[config.mk]
export PLATFORM = sky130hd
export DESIGN_NAME = phy_bringup_seq
export DESIGN_NICKNAME = d
export VERILOG_FILES = /design/src/rtl/physeq_pkg.sv /design/src/rtl/physeq_lockwait.sv /design/src/rtl/physeq_regs.sv /design/src/rtl/physeq_ctrl.sv /design/src/rtl/phy_bringup_seq.sv
export SDC_FILE = /design/constraint.sdc
export NUM_CORES = 1
export LEC_CHECK = 0
export ABC_CLOCK_PERIOD_IN_PS = 5200
export CAP_MARGIN = 20
export CORE_ASPECT_RATIO = 1.75
export CORE_MARGIN = 2
export CORE_UTILIZATION = 47
export DETAILED_ROUTE_END_ITERATION = 10
export PLACE_DENSITY = 0.77
export REMOVE_ABC_BUFFERS = 1
export SYNTH_ARGS = -nofsm -noshare
export SYNTH_HDL_FRONTEND = slang
export SYNTH_SLANG_ARGS = --single-unit
[constraint.sdc]
create_clock -name clk -period 5.2 [get_ports clk]
set_input_delay 0.52 -clock clk [delete_from_list [all_inputs] [get_ports clk]]
set_output_delay 0.52 -clock clk [all_outputs]
set_load 0.005 [all_outputs]
[src/rtl/physeq_pkg.sv]
package physeq_pkg;

  typedef enum logic [3:0] {
    ST_IDLE,
    ST_CLR,
    ST_BASE,
    ST_LINK,
    ST_CMN,
    ST_REFR,
    ST_HS,
    ST_CFGREQ,
    ST_CFGW,
    ST_CAL,
    ST_GEN,
    ST_CLO,
    ST_CHI,
    ST_LOCK
  } step_e;

endpackage

[src/rtl/physeq_lockwait.sv]
module physeq_lockwait #(
  parameter int POLL_LIMIT = 10000,
  parameter int POLL_GAP   = 64
) (
  input  logic clk,
  input  logic rst,
  input  logic en_i,
  input  logic lock_i,
  output logic hit_o,
  output logic expire_o
);
  localparam int PW = $clog2(POLL_LIMIT + 1);
  localparam int GW = $clog2(POLL_GAP + 1);

  logic [PW-1:0] poll_q;
  logic [GW-1:0] gap_q;
  logic          sample;

  assign sample   = en_i && (gap_q == '0);
  assign hit_o    = sample && lock_i;
  assign expire_o = sample && !lock_i && (poll_q == PW'(POLL_LIMIT - 1));

  always_ff @(posedge clk) begin
    if (rst || !en_i) begin
      poll_q <= '0;
      gap_q  <= '0;
    end else if (sample) begin
      if (!lock_i && !expire_o) begin
        poll_q <= poll_q + 1'b1;
        gap_q  <= GW'(POLL_GAP - 1);
      end
    end else begin
      gap_q <= gap_q - 1'b1;
    end
  end

endmodule

[src/rtl/physeq_regs.sv]
module physeq_regs
  import physeq_pkg::*;
#(
  parameter int                 RST_W     = 20,
  parameter int                 GEN_W     = 2,
  parameter int                 GEN_CODE  = 2,
  parameter int                 CMN_BIT   = 1,
  parameter logic [RST_W-1:0]   BASE_SET  = 20'h0003D,
  parameter logic [RST_W-1:0]   LINK_SET  = 20'hF0000,
  parameter logic [1:0]         PHY_INIT  = 2'b10
) (
  input  logic             clk,
  input  logic             rst,
  input  step_e            step_i,
  output logic [RST_W-1:0] rst_img_o,
  output logic [1:0]       phy_ctl_o,
  output logic [1:0]       cal_o,
  output logic [GEN_W-1:0] gen_o
);
  localparam int REFR_BIT = 1;
  localparam int HS_BIT   = 0;

  always_ff @(posedge clk) begin
    if (rst) begin
      rst_img_o <= '0;
      phy_ctl_o <= PHY_INIT;
      cal_o     <= '0;
      gen_o     <= '0;
    end else begin
      unique case (step_i)
        ST_CLR:  rst_img_o <= '0;
        ST_BASE: rst_img_o <= rst_img_o | BASE_SET;
        ST_LINK: rst_img_o <= rst_img_o | LINK_SET;
        ST_CMN:  rst_img_o[CMN_BIT] <= 1'b1;
        ST_REFR: phy_ctl_o[REFR_BIT] <= 1'b0;
        ST_HS:   phy_ctl_o[HS_BIT] <= 1'b1;
        ST_CAL:  cal_o <= 2'b11;
        ST_GEN:  gen_o <= GEN_W'(GEN_CODE);
        ST_CLO:  rst_img_o[CMN_BIT] <= 1'b0;
        ST_CHI:  rst_img_o[CMN_BIT] <= 1'b1;
        default: ;
      endcase
    end
  end

endmodule

[src/rtl/physeq_ctrl.sv]
module physeq_ctrl
  import physeq_pkg::*;
(
  input  logic  clk,
  input  logic  rst,
  input  logic  start_i,
  input  logic  cfg_done_i,
  input  logic  cfg_err_i,
  input  logic  hit_i,
  input  logic  expire_i,
  output step_e step_o,
  output logic  lock_en_o,
  output logic  cfg_req_o,
  output logic  done_o,
  output logic  pass_o
);
  step_e state_q;
  logic  cfg_ok_q;

  assign step_o    = state_q;
  assign lock_en_o = (state_q == ST_LOCK);

  always_ff @(posedge clk) begin
    if (rst) begin
      state_q   <= ST_IDLE;
      cfg_req_o <= 1'b0;
      cfg_ok_q  <= 1'b0;
      done_o    <= 1'b0;
      pass_o    <= 1'b0;
    end else begin
      unique case (state_q)
        ST_IDLE: if (start_i) begin
          state_q <= ST_CLR;
          done_o  <= 1'b0;
          pass_o  <= 1'b0;
        end
        ST_CLR:  state_q <= ST_BASE;
        ST_BASE: state_q <= ST_LINK;
        ST_LINK: state_q <= ST_CMN;
        ST_CMN:  state_q <= ST_REFR;
        ST_REFR: state_q <= ST_HS;
        ST_HS:   state_q <= ST_CFGREQ;
        ST_CFGREQ: begin
          cfg_req_o <= 1'b1;
          state_q   <= ST_CFGW;
        end
        ST_CFGW: if (cfg_done_i || cfg_err_i) begin
          cfg_req_o <= 1'b0;
          cfg_ok_q  <= !cfg_err_i;
          state_q   <= ST_CAL;
        end
        ST_CAL:  state_q <= ST_GEN;
        ST_GEN:  state_q <= ST_CLO;
        ST_CLO:  state_q <= ST_CHI;
        ST_CHI:  state_q <= ST_LOCK;
        ST_LOCK: if (hit_i || expire_i) begin
          done_o  <= 1'b1;
          pass_o  <= hit_i && cfg_ok_q;
          state_q <= ST_IDLE;
        end
        default: state_q <= ST_IDLE;
      endcase
    end
  end

endmodule

[src/rtl/phy_bringup_seq.sv]
module phy_bringup_seq
  import physeq_pkg::*;
#(
  parameter int               RST_W      = 20,
  parameter int               GEN_W      = 2,
  parameter int               GEN_CODE   = 2,
  parameter int               CMN_BIT    = 1,
  parameter logic [RST_W-1:0] BASE_SET   = 20'h0003D,
  parameter logic [RST_W-1:0] LINK_SET   = 20'hF0000,
  parameter logic [1:0]       PHY_INIT   = 2'b10,
  parameter int               POLL_LIMIT = 10000,
  parameter int               POLL_GAP   = 64
) (
  input  logic             clk,
  input  logic             rst,
  input  logic             start_i,
  input  logic             cfg_done_i,
  input  logic             cfg_err_i,
  input  logic             pll_lock_i,
  output logic             cfg_req_o,
  output logic [RST_W-1:0] rst_img_o,
  output logic [1:0]       phy_ctl_o,
  output logic [1:0]       cal_o,
  output logic [GEN_W-1:0] gen_o,
  output logic             done_o,
  output logic             pass_o
);
  step_e step;
  logic  lock_en;
  logic  hit;
  logic  expire;

  physeq_ctrl u_ctrl (
    .clk        (clk),
    .rst        (rst),
    .start_i    (start_i),
    .cfg_done_i (cfg_done_i),
    .cfg_err_i  (cfg_err_i),
    .hit_i      (hit),
    .expire_i   (expire),
    .step_o     (step),
    .lock_en_o  (lock_en),
    .cfg_req_o  (cfg_req_o),
    .done_o     (done_o),
    .pass_o     (pass_o)
  );

  physeq_regs #(
    .RST_W    (RST_W),
    .GEN_W    (GEN_W),
    .GEN_CODE (GEN_CODE),
    .CMN_BIT  (CMN_BIT),
    .BASE_SET (BASE_SET),
    .LINK_SET (LINK_SET),
    .PHY_INIT (PHY_INIT)
  ) u_regs (
    .clk       (clk),
    .rst       (rst),
    .step_i    (step),
    .rst_img_o (rst_img_o),
    .phy_ctl_o (phy_ctl_o),
    .cal_o     (cal_o),
    .gen_o     (gen_o)
  );

  physeq_lockwait #(
    .POLL_LIMIT (POLL_LIMIT),
    .POLL_GAP   (POLL_GAP)
  ) u_lock (
    .clk      (clk),
    .rst      (rst),
    .en_i     (lock_en),
    .lock_i   (pll_lock_i),
    .hit_o    (hit),
    .expire_o (expire)
  );

endmodule

* Word-level counts from Yosys, hierarchy flattened
Index checks and enable logic that the tools add are counted.
W data, S select, Z words.
** Cells by class
- Div/mod/pow operators :: 0
- Bitwise operators :: 2
- Add/sub/neg operators :: 2
- Shifts and indexed selects :: 0
- Magnitude comparators :: 0
- Multiplexer cells :: 16
- Equality and inequality tests :: 18
- Reductions and logical operators :: 30
- Multiply operators :: 0
** Operator list (count)
- $pmux W4 S14 :: 1
- $pmux W18 S3 :: 1
- $eq A4 B4 Y1 const B :: 6
- $eq A4 B3 Y1 const B :: 4
- $add A14 B1 Y14 const B :: 1
- $eq A14 B14 Y1 const B :: 1
- $mux W7 :: 2
- $mux W4 :: 3
- $pmux W1 S2 :: 5
- $reduce_and A2 Y1 :: 5
- $reduce_bool A2 Y1 :: 5
- $reduce_and A3 Y1 :: 3
- $eq A4 B2 Y1 const B :: 2
- $logic_not A7 Y1 :: 1
- $sub A7 B1 Y7 const B :: 1
- $logic_and A1 B1 Y1 :: 6
- $ne A2 B2 Y1 const B :: 3
- $eq A4 B1 Y1 const B :: 1
- $logic_not A1 Y1 :: 4
- $logic_not A4 Y1 :: 1
- $mux W1 :: 4
- $reduce_or A2 Y1 :: 2
- $logic_or A1 B1 Y1 :: 3
- $ne A2 B1 Y1 const B :: 1
- $not A1 Y1 :: 2
** Word-level totals
- Bits in latches :: 0
- Bits in writable memories :: 0
- Memories :: 0
- Bits in registers :: 53
- Memory bits (read-only) :: 0

* Longest topological paths before layout
Gate-level depths: netlist of the first run.
- Depth after elaboration :: 8
- Mapped depth :: 7
- Depth with buffers taken out :: 6

* Modules after synthesis
A second synthesis of the first run with hierarchy kept.
** Unflattened totals
- Cell total of the unflattened synthesis :: 236
- Area total of the unflattened synthesis :: 2009.4 um2
** Modules (own cells, without submodules)
- physeq_lockwait :: area each 1123.6 um2, cells an instance 134, sequential area each 420.4 um2, instances 1
- physeq_regs :: area each 455.4 um2, cells an instance 56, sequential area each 160.2 um2, instances 1
- physeq_ctrl :: area each 430.4 um2, cells an instance 46, sequential area each 160.2 um2, instances 1

* Worst setup path before layout of the first run
OpenSTA, ideal clock, no wires.
- Path type :: flip-flop to flip-flop
- From :: reg u_lock.gap_q[0]
- To :: reg u_lock.gap_q[4]
- Required time :: 5.088 ns
- Path buffers :: 1
- Arrival time :: 1.753 ns
- Stages on the path, launching flop included :: 8
- Slack :: 3.335 ns
- Cell sequence :: dfxtp_1 inv_1 ha_1 or4b_1 nor3_2 buf_6 nor3_1 a2111oi_1
** Between the ends
- Longest elaborated chain between the ends :: 7
- Elaborated cells between the ends (all ways) :: 9
- Classes of those cells :: add/sub (1); eq/ne (1); mux (1); reduce/logical (6)
** Ends and longest elaborated chain
- start, declared :: line physeq_lockwait.sv:16 : logic [GW-1:0] gap_q;
- start signal, assigned :: line physeq_lockwait.sv:30 : gap_q <= GW'(POLL_GAP - 1);
- start signal, assigned :: line physeq_lockwait.sv:33 : gap_q <= gap_q - 1'b1;
- parallel branches: the longest is 7 deep, another holds $sub A7 B1 Y7
Several ways; the timed one is not identified.
A chain may end at the register's enable or synchronous reset.

* Worst setup path after layout of the first run
- From :: reg u_lock.gap_q[0]
- To :: reg u_lock.poll_q[12]
** Between the ends
- Longest elaborated chain between the ends :: 7
** Ends and longest elaborated chain
- $logic_not A7 Y1 (*) :: line physeq_lockwait.sv:19 : assign sample = en_i && (gap_q == '0);
- $logic_and A1 B1 Y1 (*) :: line physeq_lockwait.sv:19
- $logic_and A1 B1 Y1 (2 in series) :: line physeq_lockwait.sv:21 : assign expire_o = sample && !lock_i && (poll_q == PW'(POLL_LIMIT - 1));
- $logic_not A1 Y1 :: line physeq_lockwait.sv:28 : if (!lock_i && !expire_o) begin
- $logic_and A1 B1 Y1 :: line physeq_lockwait.sv:28
- $reduce_and A2 Y1 (no source line) (*)
- end signal, assigned :: line physeq_lockwait.sv:29 : poll_q <= poll_q + 1'b1;
- end, declared :: line physeq_lockwait.sv:15 : logic [PW-1:0] poll_q;
Every way passes the cells marked *; elsewhere a longest branch is shown, timed or not.

==> results.md, run 1 <==
* P_sw at 0.159 mW
* Ratio of routed vias to standard cells at 5.73
* Worst-path clk slew at 0.08 ns
* Area growth from synthesis to layout at 12.9%
* Path class of the lowest-slack min-delay path: flop to flop
* Proportion of total power due to net switching at 0.251
* Count of flip-flops with a built-in enable after synthesis at 0
* Detail Placement HPWL at 2940 um
* Pin count of the biggest net entering global routing at 22
* Leakage component of the power at 0.768 nW
* Power per cell area at between 200 and 300 nW/um^2
* Clock group share of total power at 0.393
* Via Count at 1685
* Max-slew violation count at 0
* Fillers at 406
* Critical path fanouts, max at 16
* Power Internal at 0.476 mW
* Share of power burned in registers at 0.495
* First-pass GRT wire length at 6900 um
* Share of synthesized area occupied by flip-flops and latches at 0.380
* Clock latency on the worst-skew pair at 0.29 ns
* Placeable core region at about 4100 sq um
* Commonest cells after routing, fill and taps aside: sky130_fd_sc_hd__dfxtp_1, sky130_fd_sc_hd__clkdlybuf4s50_1, sky130_fd_sc_hd__a21oi_1
* Inserted Clock Buffers at 5
* Area of all sequential standard cells at about 740 sq um
* Hold buffer count at cts at 0
* Port Buffers at 23
* Power consumption at between 0.6 and 0.7 mW
* Count of endpoints failing hold in the final timing report at 0
* Horizontal die dimension at 52.7 um
* Clock root buffer: sky130_fd_sc_hd__clkbuf_8
* Kind of cell with the highest combined delay on the critical path: simple AND/OR/NAND/NOR gates
* Setup TNS at 0 ns
* Critical path endpoint category: flop
* Slew headroom at 0.466
* Outcome: finished, final reports clean
* F_max at 419 MHz
* Final setup vio count at 0
* Clock tree from TritonCTS: built
* Antenna violation net count after detailed routing at 0
* Max Root-Sink Buffers at 2
* Postcts setup bufs at 0
* Clk_skew at 0.00729 ns
* Unrepaired setup endpoints after global routing: no
* WL final at 4110 um
* Proportion of power drawn by combinational gates at 0.112
* Wire length per cell after detailed routing at 14.0 um
* Die area at 4700 sq um
* Library cell contributing the largest single delay on the critical path: sky130_fd_sc_hd__or4_1
* Multi-input logic area at between 1000 and 1500 sq um
* Count of buffering cells on the critical path with inverters included at 1
* # diodes at 0
* Maximum vdd drop at 258 uV
* Class of the most critical setup path: flop to flop
* #FFs+latches synth at 37
* Overall Global Routing Usage at 0.196
* Share of layout cells above drive strength 1 at 0.0449
* Syn avg cell area at 8.30 sq um
* Final Net Count at 253
* Number of placement rows at 31
* DRC violations left at 0
* Number of antenna violations at the first check in global routing at 0
* Final critical path time including I/O delays and setup at ~2.4 ns
* Cell area after technology mapping at slightly below 2000 sq um
* Final weighted congestion in routability-driven placement at between 0.7 and 0.8
* Via count of the first global-routing pass at between 1500 and 2000
* Commonest non-fill, non-tap cell in the layout: sky130_fd_sc_hd__dfxtp_1
* Largest stage delay on the critical path at 0.64 ns
* Die Height at 89.2 um
* Total grt overflow at 0
* Drt first-iter violations at 64
* Number of gates resized after cts at 0
* Number of max-cap violations at 0
* Most instantiated flip-flop cell in the synthesis netlist: sky130_fd_sc_hd__dfxtp_1
* Worst EP arrival at 2.60 ns
* Clock Sink Count at 37
* DR pass1 iterations at 6
* CTS H-tree depth at 2
* Slew at the pin with the worst max-slew slack at 0.791 ns
* Starting density of the core at 0.479
* I/O pin total at 35
* Part of the cycle the worst path needs at 0.459
* Synth warn at 0
* Critical Path, Cell by Cell: inv_1 -> ha_1 -> nor4b_2 -> nand4_1 -> or4_1 -> a21oi_1
* Fraction of registers with async set or reset after synthesis at 0
* Required time of the critical path at 5.41 ns
* Cell variety after synth at 52
* Gate count of the mapped netlist at 235
* Worst Setup Start Kind: flop
-- worst paths after layout --
path	end	slack (ns)	cells after the start	startpoint
worst max register to register	u_lock.poll_q[12]	2.81	6	u_lock.gap_q[0]
worst max-delay path	u_lock.poll_q[12]	2.81	6	u_lock.gap_q[0]
worst min register to register	u_regs.phy_ctl_o[1]	0.47	1	u_regs.phy_ctl_o[1]
worst min-delay path	u_regs.phy_ctl_o[1]	0.47	1	u_regs.phy_ctl_o[1]
-- flip-flops by register name, summed over array words and instances, names as in the netlist --
name	cells
u_ctrl.cfg_ok_q	1
u_ctrl.cfg_req_o	1
u_ctrl.done_o	1
u_ctrl.pass_o	1
u_ctrl.step_o	4
u_lock.gap_q	7
u_lock.poll_q	14
u_regs.cal_o	1
u_regs.gen_o	1
u_regs.phy_ctl_o	2
u_regs.rst_img_o	4
-- power groups by stage --
stage,combinational [mW],sequential [mW],clock (mW)
6_report,0.0714,0.314,0.250
5_1_grt,0.0792,0.317,0.268
4_1_cts,0.0718,0.314,0.254
3_5_place_dp,0.0709,0.320,0
3_3_place_gp,0.0704,0.320,0
2_1_floorplan,0.0372,0.316,0
-- final cells by class --
| type | count | share of cell area |
|---|---|---|
| multi-input cells | 171 | 0.469 |
| flip-flops and latches | 37 | 0.336 |
| repair buffers | 23 | 0.105 |
| clock buffers | 5 | 0.0313 |
| well taps | 49 | 0.0278 |
| clock inverters | 3 | 0.0210 |
| inverters | 6 | 0.0102 |
-- cells by family (layout without fill, tap and decap cells) --
kind of cell	count (synthesis)	in the layout	share of synthesized area
and+or+nand+nor	91	91	0.266
AOI/OAI and AO/OA	60	60	0.194
DFF	37	37	0.380
buffers and inverters	37	37	0.110
muxes	4	4	0.0205
adders and majority gates	3	3	0.0192
xor gates and xnor gates	2	2	0.00898
other	1	11	0.00192
-- worst reg2reg max path: stages, from the launching register on --
cell                      delay [ns]
sky130_fd_sc_hd__dfxtp_1        0.32
sky130_fd_sc_hd__inv_1          0.15
sky130_fd_sc_hd__ha_1           0.18
sky130_fd_sc_hd__nor4b_2        0.34
sky130_fd_sc_hd__nand4_1        0.53
sky130_fd_sc_hd__or4_1          0.64
sky130_fd_sc_hd__a21oi_1        0.16
-- metrics by stage --
stage	utilization	setup slack, ns	area, sq um	hold slack [ns]	std cells
floorplan	-	3.20	1800	0.447	214
global placement	0.512	2.57	2090	0.459	286
detailed placement	0.512	2.54	2090	0.459	286
CTS	0.541	2.82	2200	0.481	294
global route	0.541	2.63	2200	0.506	294
finish	0.541	2.81	2200	0.471	294
-- layer usage --
| metal | global-route usage | vias to the layer above | part of all wire |
|---|---|---|---|
| li1 | - | 852 | - |
| met1 | 0.208 | 774 | 0.40 |
| met2 | 0.345 | 50 | 0.52 |
| met3 | 0.0468 | 9 | 0.046 |
| met4 | 0.107 | 0 | 0.029 |
| met5 | 0 | - | 0 |
-- synthesized netlist by cell type, drive strengths merged, types with 6 or more instances --
master / instances / area (sq um)
or3: 8 / 50.1
nand2: 18 / 67.6
nand3: 11 / 55.1
nor3: 6 / 35.0
inv: 6 / 22.5
buf: 21 / 155
a21oi: 19 / 95.1
clkbuf: 10 / 37.5
o31ai: 6 / 45.0
a31oi: 6 / 37.5
o21ai: 11 / 55.1
nor2: 13 / 48.8
dfxtp: 37 / 741
or4: 8 / 60.1
Power figures use the tool's default switching activity.
==> inputs of run 2 (changes only) <==
ABC_CLOCK_PERIOD_IN_PS = 2450   (was 5200)
clock period = 2.45 ns   (was 5.2 ns; I/O delays follow)
==> run 2 against run 1 <==
Against the previous run:
- total power is 120% higher
- die area stayed put
- critical path depth is 1 higher
- utilization is 1.7 points higher
- cell area is 3.1% higher
- routed wire length is 7.5% higher
- via count is 6.6% higher
- clock power is 120% higher
- sequential power is 110% higher
- global-route usage is 0.53 points higher
- non-clock buffer count is 9 higher
- critical path type unchanged
- largest cell class unchanged
==> results.md, run 2 (synthesis results as in run 1) <==
* Outcome: finished, final reports clean (unchanged)
* Kind of cell with the highest combined delay on the critical path: simple AND/OR/NAND/NOR gates (unchanged)
* Proportion of total power due to net switching at 0.243 (was 0.251)
* Library cell contributing the largest single delay on the critical path: sky130_fd_sc_hd__or4_1 (unchanged)
* Fillers at 391 (was 406)
* Largest register FFs at 14 (unchanged)
* Inserted Clock Buffers at 5 (unchanged)
* I/O pin total at 35 (unchanged)
* CTS H-tree depth at 2 (unchanged)
* Final Net Count at 262 (was 253)
* Multi-input logic area at 1030 sq um (unchanged)
* Global-route met3 utilization at 0.0468 (unchanged)
* Power per cell area at 609 nW/um^2 (was 289 nW/um^2)
* Setup TNS at 0 ns (unchanged)
* Max Root-Sink Buffers at 2 (unchanged)
* DR pass1 iterations at 4 (was 6)
* Top flop regs: u_lock.poll_q x14, u_lock.gap_q x7 (unchanged)
* Die area at 4700 sq um (unchanged)
* WL final at 4420 um (was 4110 um)
* Worst Setup Start Kind: flop (unchanged)
* Worst-path clk slew at 0.08 ns (about the same)
* Critical path endpoint category: flop (unchanged)
* Total non-filler cell area in the finished layout at 2270 sq um (was 2200 sq um)
* Max-slew violation count at 0 (unchanged)
* Postcts setup bufs at 0 (unchanged)
* Detail Placement HPWL at 3190 um (was 2940 um)
* Clock root buffer: sky130_fd_sc_hd__clkbuf_8 (unchanged)
* Final weighted congestion in routability-driven placement at 0.792 (was 0.774)
* Horizontal die dimension at 52.7 um (unchanged)
* Register ranked first by flip-flop count: u_lock.poll_q (unchanged)
* Hold buffer count at cts at 0 (unchanged)
* Antenna violation net count after detailed routing at 0 (unchanged)
* Share of power burned in registers at 0.467 (was 0.495)
* Final core utilization at 0.558 (was 0.541)
* F_max at 494 MHz (was 419 MHz)
* Final critical path time including I/O delays and setup at 2.02 ns (was 2.39 ns)
* Worst EP arrival at 2.25 ns (was 2.60 ns)
* Share of layout cells above drive strength 1 at 0.0748 (was 0.0449)
* Instance area after placement at 2150 sq um (was 2090 sq um)
* Maximum vdd drop at 353 uV (was 258 uV)
* Clock Sink Count at 37 (unchanged)
* Slew headroom at 0.627 (was 0.466)
* Count of endpoints failing hold in the final timing report at 0 (unchanged)
* Largest stage delay on the critical path at 0.51 ns (was 0.64 ns)
* Proportion of power drawn by combinational gates at 0.134 (was 0.112)
* Path class of the lowest-slack min-delay path: flop to flop (unchanged)
* Ratio of routed vias to standard cells at 5.93 (was 5.73)
* Global routing's busiest layer: met2 (unchanged)
* Critical path fanouts, max at 16 (unchanged)
* DRC violations left at 0 (unchanged)
* Final setup vio count at 0 (unchanged)
* Via Count at 1797 (was 1685)
* Commonest non-fill, non-tap cell in the layout: sky130_fd_sc_hd__dfxtp_1 (unchanged)
* Commonest cells after routing, fill and taps aside: sky130_fd_sc_hd__dfxtp_1, sky130_fd_sc_hd__clkdlybuf4s50_1, sky130_fd_sc_hd__a21oi_1 (unchanged)
* Overall Global Routing Usage at 0.201 (was 0.196)
* Port Buffers at 23 (unchanged)
* Total grt overflow at 0 (unchanged)
* Required time of the critical path at 2.68 ns (was 5.41 ns)
* Die Height at 89.2 um (unchanged)
* Starting density of the core at 0.479 (unchanged)
* Unrepaired setup endpoints after global routing: no (unchanged)
* Clock tree from TritonCTS: built (unchanged)
* Drt first-iter violations at 40 (was 64)
* Pin count of the biggest net entering global routing at 18 (was 22)
* Power Internal at 1.05 mW (was 0.476 mW)
* Class of the most critical setup path: flop to flop (unchanged)
* Leakage component of the power at 0.815 nW (was 0.768 nW)
* Number of antenna violations at the first check in global routing at 0 (unchanged)
* P_sw at 0.336 mW (was 0.159 mW)
* Area of all sequential standard cells at 741 sq um (unchanged)
* Clock latency on the worst-skew pair at 0.30 ns (was 0.29 ns)
* Slew at the pin with the worst max-slew slack at 0.559 ns (was 0.791 ns)
* Worst hold margin at 0.461 ns (was 0.471 ns)
* Count of buffering cells on the critical path with inverters included at 2 (was 1)
* Wire length per cell after detailed routing at 14.6 um (was 14.0 um)
* Critical Path, Cell by Cell: inv_1 -> ha_1 -> nor4b_2 -> nand4_1 -> buf_4 -> or4_1 -> a21oi_1 (was inv_1 -> ha_1 -> nor4b_2 -> nand4_1 -> or4_1 -> a21oi_1)
* Placeable core region at 4070 sq um (unchanged)
* Area growth from synthesis to layout at 16.4% (was 12.9%)
* GR met2 Demand/Resource at 0.370 (was 0.345)
* Number of placement rows at 31 (unchanged)
* Number of gates resized after cts at 0 (unchanged)
* Clk_skew at 0.0107 ns (was 0.00729 ns)
* Met1 Usage GRT at 0.208 (about the same)
* Minimum setup slack in the final design at 0.426 ns (was 2.81 ns)
* Part of the cycle the worst path needs at 0.826 (was 0.459)
* Worst Setup Slack post-DPL at 0.424 ns (was 2.54 ns)
* # diodes at 0 (unchanged)
* First-pass GRT wire length at 7160 um (was 6900 um)
* Number of max-cap violations at 0 (unchanged)
* Clock group share of total power at 0.399 (was 0.393)
* Via count of the first global-routing pass at 1653 (was 1588)
[run 2: cell types whose count changed in the layout (fill, tap and decap cells not counted), sizes merged]
cell	previous run	this run
clkinv	1	0
clkinvlp	1	0
clkbuf	5	7
buf	0	9
[run 2: final cells by class]
class | instances | area share
multi-input combinational | 171 | 0.455
sequential | 37 | 0.326
timing repair buffer | 32 | 0.131
clock buffer | 7 | 0.0380
tap | 49 | 0.0270
clock inverter | 1 | 0.0132
inverter | 6 | 0.00992
[run 2: final timing paths]
check,from,endpoint,slack [ns],depth (start not counted)
setup reg to reg,u_lock.gap_q[0],u_lock.poll_q[13],0.43,7
hold / removal,u_regs.phy_ctl_o[1],u_regs.phy_ctl_o[1],0.46,1
setup / recovery,u_lock.gap_q[0],u_lock.poll_q[13],0.43,7
hold reg to reg,u_regs.phy_ctl_o[1],u_regs.phy_ctl_o[1],0.46,1
[run 2: power by group through the flow]
stage / registers [mW] / logic (mW) / clock network, mW
detailed placement: 0.659 / 0.183 / 0
CTS: 0.645 / 0.186 / 0.562
global route: 0.649 / 0.201 / 0.589
finish: 0.646 / 0.185 / 0.551
global placement: 0.658 / 0.182 / 0
floorplan: 0.671 / 0.0789 / 0
[run 2: stage by stage]
stage | total power [mW] | cells
floorplan | 0.750 | 214
global placement | 0.840 | 295
detailed placement | 0.842 | 295
CTS | 1.39 | 303
global route | 1.44 | 303
finish | 1.38 | 303
[run 2: per-layer routing]
metal	vias up	share of wire
met3	10	0.055
met1	860	0.38
met4	0	0.024
li1	871	-
met2	56	0.54
met5	-	0
==> inputs of run 3 (changes only) <==
ABC_CLOCK_PERIOD_IN_PS = 1900   (was 2450)
clock period = 1.9 ns   (was 2.45 ns; I/O delays follow)
==> run 3 against run 2 <==
Against the previous run:
- clock skew is 0.0040 ns lower
- critical endpoint unchanged
- cell area increased by 8.0%
- combinational power is 45% higher
- critical path depth did not move
- clock power down 3%
- worst hold slack barely moved
- non-clock buffer count grew 20
- die area unchanged
==> results.md, run 3 (synthesis results as in run 1) <==
* Library cell contributing the largest single delay on the critical path: sky130_fd_sc_hd__or4_1 (unchanged)
* Final weighted congestion in routability-driven placement at 0.852 (was 0.792)
* Count of buffering cells on the critical path with inverters included at 2 (unchanged)
* Max-slew violation count at 0 (unchanged)
* Startpoint of the lowest-slack hold path: u_regs.phy_ctl_o[1] (unchanged)
* Fin cells at 323 (was 303)
* Clk_skew at 0.00671 ns (was 0.0107 ns)
* Largest register FFs at 14 (unchanged)
* Instance area after placement at 2280 sq um (was 2150 sq um)
* Worst Setup Start Kind: flop (unchanged)
* Worst Setup Slack post-DPL at -0.00512 ns (was 0.424 ns)
* # placed instances at 312 (was 295)
* DRC violations left at 0 (unchanged)
* Critical path endpoint category: flop (unchanged)
* Minimum setup slack in the final design at 0.107 ns (was 0.426 ns)
* WL final at 4860 um (was 4420 um)
* Critical Path, Cell by Cell: inv_2 -> ha_4 -> nor4b_4 -> nand4_1 -> buf_6 -> or4_1 -> a21oi_1 (was inv_1 -> ha_1 -> nor4b_2 -> nand4_1 -> buf_4 -> or4_1 -> a21oi_1)
* Worst hold margin at 0.460 ns (was 0.461 ns)
* Clock tree from TritonCTS: built (unchanged)
* Worst EP arrival at 2.02 ns (was 2.25 ns)
* Port Buffers at 23 (unchanged)
* Power consumption at 1.62 mW (was 1.38 mW)
* Inserted Clock Buffers at 5 (unchanged)
* Max Root-Sink Buffers at 2 (unchanged)
* Commonest cells after routing, fill and taps aside: sky130_fd_sc_hd__dfxtp_1, sky130_fd_sc_hd__buf_4, sky130_fd_sc_hd__clkdlybuf4s50_1 (was sky130_fd_sc_hd__dfxtp_1, sky130_fd_sc_hd__clkdlybuf4s50_1, sky130_fd_sc_hd__a21oi_1)
* F_max at 558 MHz (was 494 MHz)
* Required time of the critical path at 2.13 ns (was 2.68 ns)
* Via Count at 1870 (was 1797)
* Area growth from synthesis to layout at 25.8% (was 16.4%)
* Share of layout cells above drive strength 1 at 0.182 (was 0.0748)
* Unrepaired setup endpoints after global routing: no (unchanged)
* Pin count of the biggest net entering global routing at 18 (unchanged)
* Path class of the lowest-slack min-delay path: flop to flop (unchanged)
* Final setup vio count at 0 (unchanged)
* Final critical path time including I/O delays and setup at 1.79 ns (was 2.02 ns)
* Register ranked first by flip-flop count: u_lock.poll_q (unchanged)
* Antenna violation net count after detailed routing at 0 (unchanged)
* Clock latency on the worst-skew pair at 0.29 ns (was 0.30 ns)
* Drt first-iter violations at 36 (was 40)
* CTS H-tree depth at 2 (unchanged)
* I/O pin total at 35 (unchanged)
* DR pass1 iterations at 4 (unchanged)
* Final Net Count at 282 (was 262)
* Clock root buffer: sky130_fd_sc_hd__clkbuf_8 (unchanged)
* Number of placement rows at 31 (unchanged)
* Power per cell area at 661 nW/um^2 (was 609 nW/um^2)
* Number of max-cap violations at 0 (unchanged)
* Fillers at 385 (was 391)
* Leakage component of the power at 0.909 nW (was 0.815 nW)
* # diodes at 0 (unchanged)
* Largest stage delay on the critical path at 0.49 ns (was 0.51 ns)
* Die Height at 89.2 um (unchanged)
* Hold buffer count at cts at 0 (unchanged)
* Placeable core region at 4070 sq um (unchanged)
* FF-to-FF Start: u_lock.gap_q[1] (was u_lock.gap_q[0])
* Worst-path clk slew at 0.07 ns (was 0.08 ns)
* Part of the cycle the worst path needs at 0.944 (was 0.826)
* Ratio of routed vias to standard cells at 5.79 (was 5.93)
* Class of the most critical setup path: flop to flop (unchanged)
* Final core utilization at 0.602 (was 0.558)
* Count of endpoints failing hold in the final timing report at 0 (unchanged)
* Overall Global Routing Usage at 0.216 (was 0.201)
* Kind of cell with the highest combined delay on the critical path: simple AND/OR/NAND/NOR gates (unchanged)
* Total grt overflow at 0 (unchanged)
* First-pass GRT wire length at 7610 um (was 7160 um)
* Outcome: finished, final reports clean (unchanged)
* Top flop regs: u_lock.poll_q x14, u_lock.gap_q x7 (unchanged)
* Number of antenna violations at the first check in global routing at 0 (unchanged)
* Maximum vdd drop at 688 uV (was 353 uV)
* Starting density of the core at 0.479 (unchanged)
* Wire length per cell after detailed routing at 15.0 um (was 14.6 um)
* CP Launch Point: u_lock.gap_q[1] (was u_lock.gap_q[0])
* Clock Sink Count at 37 (unchanged)
* Horizontal die dimension at 52.7 um (unchanged)
* Die area at 4700 sq um (unchanged)
* Setup TNS at 0 ns (unchanged)
* Via count of the first global-routing pass at 1705 (was 1653)
* Detail Placement HPWL at 3540 um (was 3190 um)
* Critical path fanouts, max at 5 (was 16)
* Total non-filler cell area in the finished layout at 2450 sq um (was 2270 sq um)
* Commonest non-fill, non-tap cell in the layout: sky130_fd_sc_hd__dfxtp_1 (unchanged)
[run 3: layout make-up]
cell class / instances / area (sq um) / share of cell area
sequential: 37 / 743 / 0.303
clock inverter: 2 / 10.0 / 0.00408
timing repair buffer: 52 / 449 / 0.183
inverter: 6 / 22.5 / 0.00918
clock buffer: 6 / 72.6 / 0.0296
tap: 49 / 61.3 / 0.0250
multi-input combinational: 171 / 1090 / 0.446
[run 3: final timing paths]
| path | end | slack [ns] | cells after the start |
|---|---|---|---|
| worst max register to register | u_lock.poll_q[13] | 0.11 | 7 |
| worst max-delay path | u_lock.poll_q[13] | 0.11 | 7 |
| worst min register to register | u_regs.phy_ctl_o[1] | 0.46 | 1 |
| worst min-delay path | u_regs.phy_ctl_o[1] | 0.46 | 1 |
[run 3: report_power, final]
group / switching [mW] / leakage [nW] / total [mW] / internal, mW
sequential: 0.0183 / 0.300 / 0.818 / 0.800
combinational: 0.136 / 0.564 / 0.269 / 0.133
clock: 0.281 / 0.0450 / 0.536 / 0.254
total: 0.435 / 0.909 / 1.62 / 1.19
[run 3: worst reg2reg max path: stages, from the launching register on]
cell	delay [ns]
sky130_fd_sc_hd__dfxtp_2	0.32
sky130_fd_sc_hd__inv_2	0.08
sky130_fd_sc_hd__ha_4	0.14
sky130_fd_sc_hd__nor4b_4	0.20
sky130_fd_sc_hd__nand4_1	0.19
sky130_fd_sc_hd__buf_6	0.18
sky130_fd_sc_hd__or4_1	0.49
sky130_fd_sc_hd__a21oi_1	0.14
[run 3: what timing repair did]
action,CTS,global route
resized for setup,1,15
pin swaps,0,4
buffers inserted,0,2
gates cloned,0,1
endpoints found under the setup margin,1,12
[run 3: layer usage]
metal  vias up  track usage  part of all wire
met3         7       0.0485             0.040
met5         -            0                 0
met2        40        0.411              0.58
met4         0       0.0932             0.020
li1        911            -                 -
met1       912        0.215              0.36
